$ cat src/rtl/alu_pkg.sv
package alu_pkg;

   typedef enum logic [2:0] {
      OP_AND = 3'b000,
      OP_OR  = 3'b001,
      OP_ADD = 3'b010,
      OP_SUB = 3'b110,
      OP_SLT = 3'b111
   } alu_op_e;

   typedef enum logic [2:0] {
      SEL_AND,
      SEL_OR,
      SEL_SUM,
      SEL_SLT,
      SEL_NONE
   } res_sel_e;

   typedef struct packed {
      logic     invert_b;
      logic     arith_flags;
      res_sel_e sel;
   } alu_ctrl_t;

endpackage

$ cat src/rtl/alu_decode.sv
module alu_decode
   import alu_pkg::*;
(
   input  logic [2:0] op_i,
   output alu_ctrl_t  ctrl_o
);

   always_comb begin
      ctrl_o = '{invert_b: 1'b0, arith_flags: 1'b0, sel: SEL_NONE};
      case (op_i)
         OP_AND: ctrl_o.sel = SEL_AND;
         OP_OR:  ctrl_o.sel = SEL_OR;
         OP_ADD: begin
            ctrl_o.sel         = SEL_SUM;
            ctrl_o.arith_flags = 1'b1;
         end
         OP_SUB: begin
            ctrl_o.sel         = SEL_SUM;
            ctrl_o.arith_flags = 1'b1;
            ctrl_o.invert_b    = 1'b1;
         end
         OP_SLT: begin
            ctrl_o.sel      = SEL_SLT;
            ctrl_o.invert_b = 1'b1;
         end
         default: ctrl_o.sel = SEL_NONE;
      endcase
   end

   // an invert request only ever comes with a listed subtract-type code
   always_comb begin
      if (ctrl_o.invert_b)
         AST_INVERT_FROM_BIT2: assert (op_i[2] && op_i[1]);
   end

endmodule

$ cat src/rtl/alu_adder.sv
module alu_adder #(
   parameter int WIDTH  = 32,
   parameter bit RIPPLE = 1'b1
) (
   input  logic [WIDTH-1:0] a_i,
   input  logic [WIDTH-1:0] b_i,
   input  logic             invert_b_i,
   output logic [WIDTH-1:0] sum_o,
   output logic             carry_msb_in_o,
   output logic             carry_o
);

   localparam int LOW_W = WIDTH - 1;

   logic [WIDTH-1:0] b_eff;

   assign b_eff = invert_b_i ? ~b_i : b_i;

   if (RIPPLE) begin : g_ripple
      logic [WIDTH:0] c;
      assign c[0] = invert_b_i;
      for (genvar i = 0; i < WIDTH; i++) begin : g_cell
         logic p;
         assign p        = a_i[i] ^ b_eff[i];
         assign sum_o[i] = p ^ c[i];
         assign c[i+1]   = (a_i[i] & b_eff[i]) | (c[i] & p);
      end
      assign carry_msb_in_o = c[WIDTH-1];
      assign carry_o        = c[WIDTH];
   end else begin : g_split
      logic [LOW_W:0] low;
      logic [1:0]     top;
      assign low = {1'b0, a_i[LOW_W-1:0]} + {1'b0, b_eff[LOW_W-1:0]}
                 + {{LOW_W{1'b0}}, invert_b_i};
      assign top = {1'b0, a_i[WIDTH-1]} + {1'b0, b_eff[WIDTH-1]} + {1'b0, low[LOW_W]};
      assign sum_o          = {top[0], low[LOW_W-1:0]};
      assign carry_msb_in_o = low[LOW_W];
      assign carry_o        = top[1];
   end

   // with carry-in forced high the final carry means "no borrow"
   always_comb begin
      if (invert_b_i)
         AST_SUB_CARRY_NO_BORROW: assert (carry_o == (a_i >= b_i));
   end

endmodule

$ cat src/rtl/int_alu5.sv
module int_alu5
   import alu_pkg::*;
#(
   parameter int WIDTH  = 32,
   parameter bit RIPPLE = 1'b1
) (
   input  logic [WIDTH-1:0] a_i,
   input  logic [WIDTH-1:0] b_i,
   input  logic [2:0]       op_i,
   output logic [WIDTH-1:0] result_o,
   output logic             carry_o,
   output logic             overflow_o,
   output logic             zero_o
);

   localparam int MSB = WIDTH - 1;

   if (WIDTH < 2) begin : g_width_check
      $error("int_alu5: WIDTH must be at least 2");
   end

   alu_ctrl_t        ctrl;
   logic [WIDTH-1:0] sum;
   logic             c_msb_in;
   logic             c_out;

   alu_decode i_decode (
      .op_i   (op_i),
      .ctrl_o (ctrl)
   );

   alu_adder #(
      .WIDTH  (WIDTH),
      .RIPPLE (RIPPLE)
   ) i_adder (
      .a_i            (a_i),
      .b_i            (b_i),
      .invert_b_i     (ctrl.invert_b),
      .sum_o          (sum),
      .carry_msb_in_o (c_msb_in),
      .carry_o        (c_out)
   );

   always_comb begin
      case (ctrl.sel)
         SEL_AND: result_o = a_i & b_i;
         SEL_OR:  result_o = a_i | b_i;
         SEL_SUM: result_o = sum;
         SEL_SLT: result_o = {{MSB{1'b0}}, sum[MSB]};
         default: result_o = '0;
      endcase
   end

   assign carry_o    = ctrl.arith_flags & c_out;
   assign overflow_o = ctrl.arith_flags & (c_msb_in ^ c_out);
   assign zero_o     = ~|result_o;

   logic arith_code;
   logic unused_code;
   assign arith_code  = (op_i == OP_ADD) || (op_i == OP_SUB);
   assign unused_code = (op_i == 3'b011) || (op_i == 3'b100) || (op_i == 3'b101);

   always_comb begin
      if (carry_o)
         AST_CARRY_ARITH_ONLY: assert (arith_code);
      if (overflow_o)
         AST_NO_OVERFLOW_OUTSIDE_ARITH: assert (arith_code);
      if (overflow_o)
         AST_OVERFLOW_SIGN_FLIP: assert (a_i[MSB] == (b_i[MSB] ^ op_i[2]) && result_o[MSB] != a_i[MSB]);
      if (op_i == OP_SLT)
         AST_SLT_UPPER_CLEAR: assert (result_o[MSB:1] == '0);
      if (unused_code)
         AST_UNUSED_QUIET: assert (result_o == '0 && !carry_o && !overflow_o);
      if (unused_code)
         AST_UNUSED_ZERO_SET: assert (zero_o);
   end

endmodule

$ cat config.mk
export PLATFORM = sky130hd
export DESIGN_NAME = int_alu5
export DESIGN_NICKNAME = d
export VERILOG_FILES = /design/src/rtl/alu_pkg.sv /design/src/rtl/alu_decode.sv /design/src/rtl/alu_adder.sv /design/src/rtl/int_alu5.sv
export SDC_FILE = /design/constraint.sdc
export NUM_CORES = 1
export LEC_CHECK = 0
export BUFFER_PORTS_ARGS = -buffer_cell sky130_fd_sc_hd__buf_2
export CAP_MARGIN = 5
export CORE_MARGIN = 1
export CORE_UTILIZATION = 51
export DETAILED_ROUTE_END_ITERATION = 8
export PLACE_DENSITY = 0.91
export SYNTH_ARGS = -nofsm -noshare
export SYNTH_HDL_FRONTEND = slang
export SYNTH_SLANG_ARGS = --single-unit
$ cat constraint.sdc
create_clock -name vclk -period 52.9
set_input_delay 15.87 -clock vclk [all_inputs]
set_output_delay 15.87 -clock vclk [all_outputs]
set_load 0.01 [all_outputs]
==> flow_summary.yaml <==
final_layout:
  fin_nets: 376
  diodes: 0
  design.seq.count: 0
  finish.utilization_pct: 68.70
  ff_latch_area_um2: 0
  areaGrowthSynthToFinish_pct: 27.64
  fin_area_um2: 2328
  drive_above_1_share_pct: 43.80
  clkbuf_count: 0
routing:
  dr.pass1.iters: 4
  vias: 1761
  antenna_left: 0
  detail_route.iter0.violations: 86
  vias_per_cell: 5.503
  drt-wirelength-per-cell_um: 14.41
  routed_wl_mm: 4.612
  drc: 0
synthesis:
  synth_seq_area_share_pct: 0
  synth_area_um2: 1824
  synth_compound_area_share_pct: 15.36
  synthTopCellsByCount: "fa_1, xnor2_1, a22o_1"
  synth.top_cell.area_share_pct: 34.02
  synth_warnings: 0
  synthMostInstantiatedCell: "fa_1"
  yosys.area_share.xor_xnor_pct: 15.36
  synth.distinct_cells: 26
  syn_inst: 183
  synth_fa_ha_area_share_pct: 53.29
  synth-simple-area-share_pct: 7.750
  synth_nets: 283
  yosys.area.top_type: "fa_1"
  synth_top_family_by_area: "adder cells"
  synth.area.top_cells: "fa_1, xnor2_1, a22o_1"
  syn_area_per_cell_um2: 9.969
  synthMuxAreaShare_pct: 0
clock_network:
  cts_resized: 0
  cts_setup_buffers: 0
  ctsHoldBuffers: 0
sta:
  setup_slack_ps: 6504
  max-slew-margin-rel_pct: 17.83
  timing.final.crit_share_pct: 87.70
  finalCriticalPeriod_ps: 46400
  drv_slew: 0
  fmax_ghz: 0.02155
  rsz0062_at_grt: "false"
  fin_tns_setup_ps: 0
  finalSetupViolCount: 0
  tightest_slew_ps: 1227
  hold_violations: 0
floorplanning:
  fp.coreArea_um2: 3390
  die_w_um: 61.81
  start_util_pct: 53.82
  rows: 21
  die_area_um2: 3820
  pin_count: 102
  fp.dieH_um: 61.81
critical_path:
  path_buf_inv: 9
  path_class: "input pin to output port"
  worst_path_most_repeated_cell: "fa_1"
  worstPathRequired_ps: 37030
  path_max_fanout: 33
  crit_family: "adder cells"
  critPathCaptureType: "output port"
  startpoint: "op_i[1]"
  critPathLaunchType: "input pin"
  worst_path_largest_cell_delay_ps: 470
  critPathSlowestCell: "fa_1"
  crit_arrival_ps: 30530
placement:
  gp_congestion: 0.7277
  dpl.hpwl_mm: 3.732
  place_area_um2: 2328
  post-place-ws_ps: 6402
  portBuffers: 102
min_path:
  hold_path_class: "input pin to output port"
  hp-start: "b_i[20]"
global_routing:
  grt_max_degree: 37
  grt_pass1_vias: 1544
  grtUsageTotal_pct: 23.73
  grt_pass1_wl_mm: 6.872
  grt_overflow: 0
  antenna_found_initial: 0
pwr:
  p_per_area_nw_per_um2: 12.94
  power.leakage_uw: 0.001118
  irDropWorstVdd_uv: 7.079
outcome:
  status: "completed"
flow_run:
  maxCapViolations: 0
-- tightest hold or removal path, stage by stage --
cell and delay (ps):
buf_2 100, maj3_1 140, a22oi_1 70, inv_1 50, buf_2 110
-- where the power goes --
part	switching, uW	internal (uW)	leakage, uW
clock	0	0	0
sequential	0	0	0
combinational	15.5	14.6	0.00112
total	15.5	14.6	0.00112
-- cells in the final DEF (no fill, tap or decap) --
cell type,netlist,final
nand2_2,0,1
a22oi_1,3,3
xor2_1,5,5
a22o_1,24,24
and4_1,1,1
nand4bb_1,1,1
nor2_1,5,4
nand2_1,5,4
inv_1,17,17
o21ai_0,3,3
buf_2,6,102
fa_1,31,31
nor2_2,0,1
and4bb_1,2,2
maj3_2,13,13
nor4_1,5,5
ha_1,2,2
nor2b_2,0,1
nand2b_1,1,1
a2bb2oi_1,2,2
and2_1,1,1
maj3_1,18,18
a221o_1,1,1
nand4b_1,1,1
xnor2_1,27,27
a21oi_1,1,1
buf_4,0,2
-- cells by family (layout without fill, tap and decap cells) --
kind of cell             Yosys count  count (layout)
adder cells (fa/ha/maj)           64              64
AO/OA/AOI/OAI                     34              34
AND/OR/NAND/NOR                   23              23
XOR/XNOR                          32              32
buffers and inverters             30             121
-- metrics by stage --
step	cells	total power (uW)	hold slack [ps]
2_1_floorplan	183	20.01	31940
4_1_cts	320	30.44	32220
3_3_place_gp	320	29.30	32210
5_1_grt	320	34.49	32240
6_report	320	30.13	32220
3_5_place_dp	320	30.40	32220
-- layer usage --
metal  up-vias  track usage, %  routed length [um]
li1        826               -                   -
met3         2           4.141                 382
met1       853           30.72                1902
met5         -               0                   0
met2        80           43.47                2317
met4         0           1.270                   8
-- path summary, 6_finish.rpt --
check	to	slack, ps	cells after the start
setup / recovery	zero_o	6500	46
hold / removal	result_o[20]	32220	5
-- layout make-up --
class	instances	area (um2)
multi-input cells	153	1682
fillers	276	1061
repair buffers	104	525.5
inverters	17	63.81
well taps	46	57.56
No activity file was read; power rests on OpenSTA's default activity.
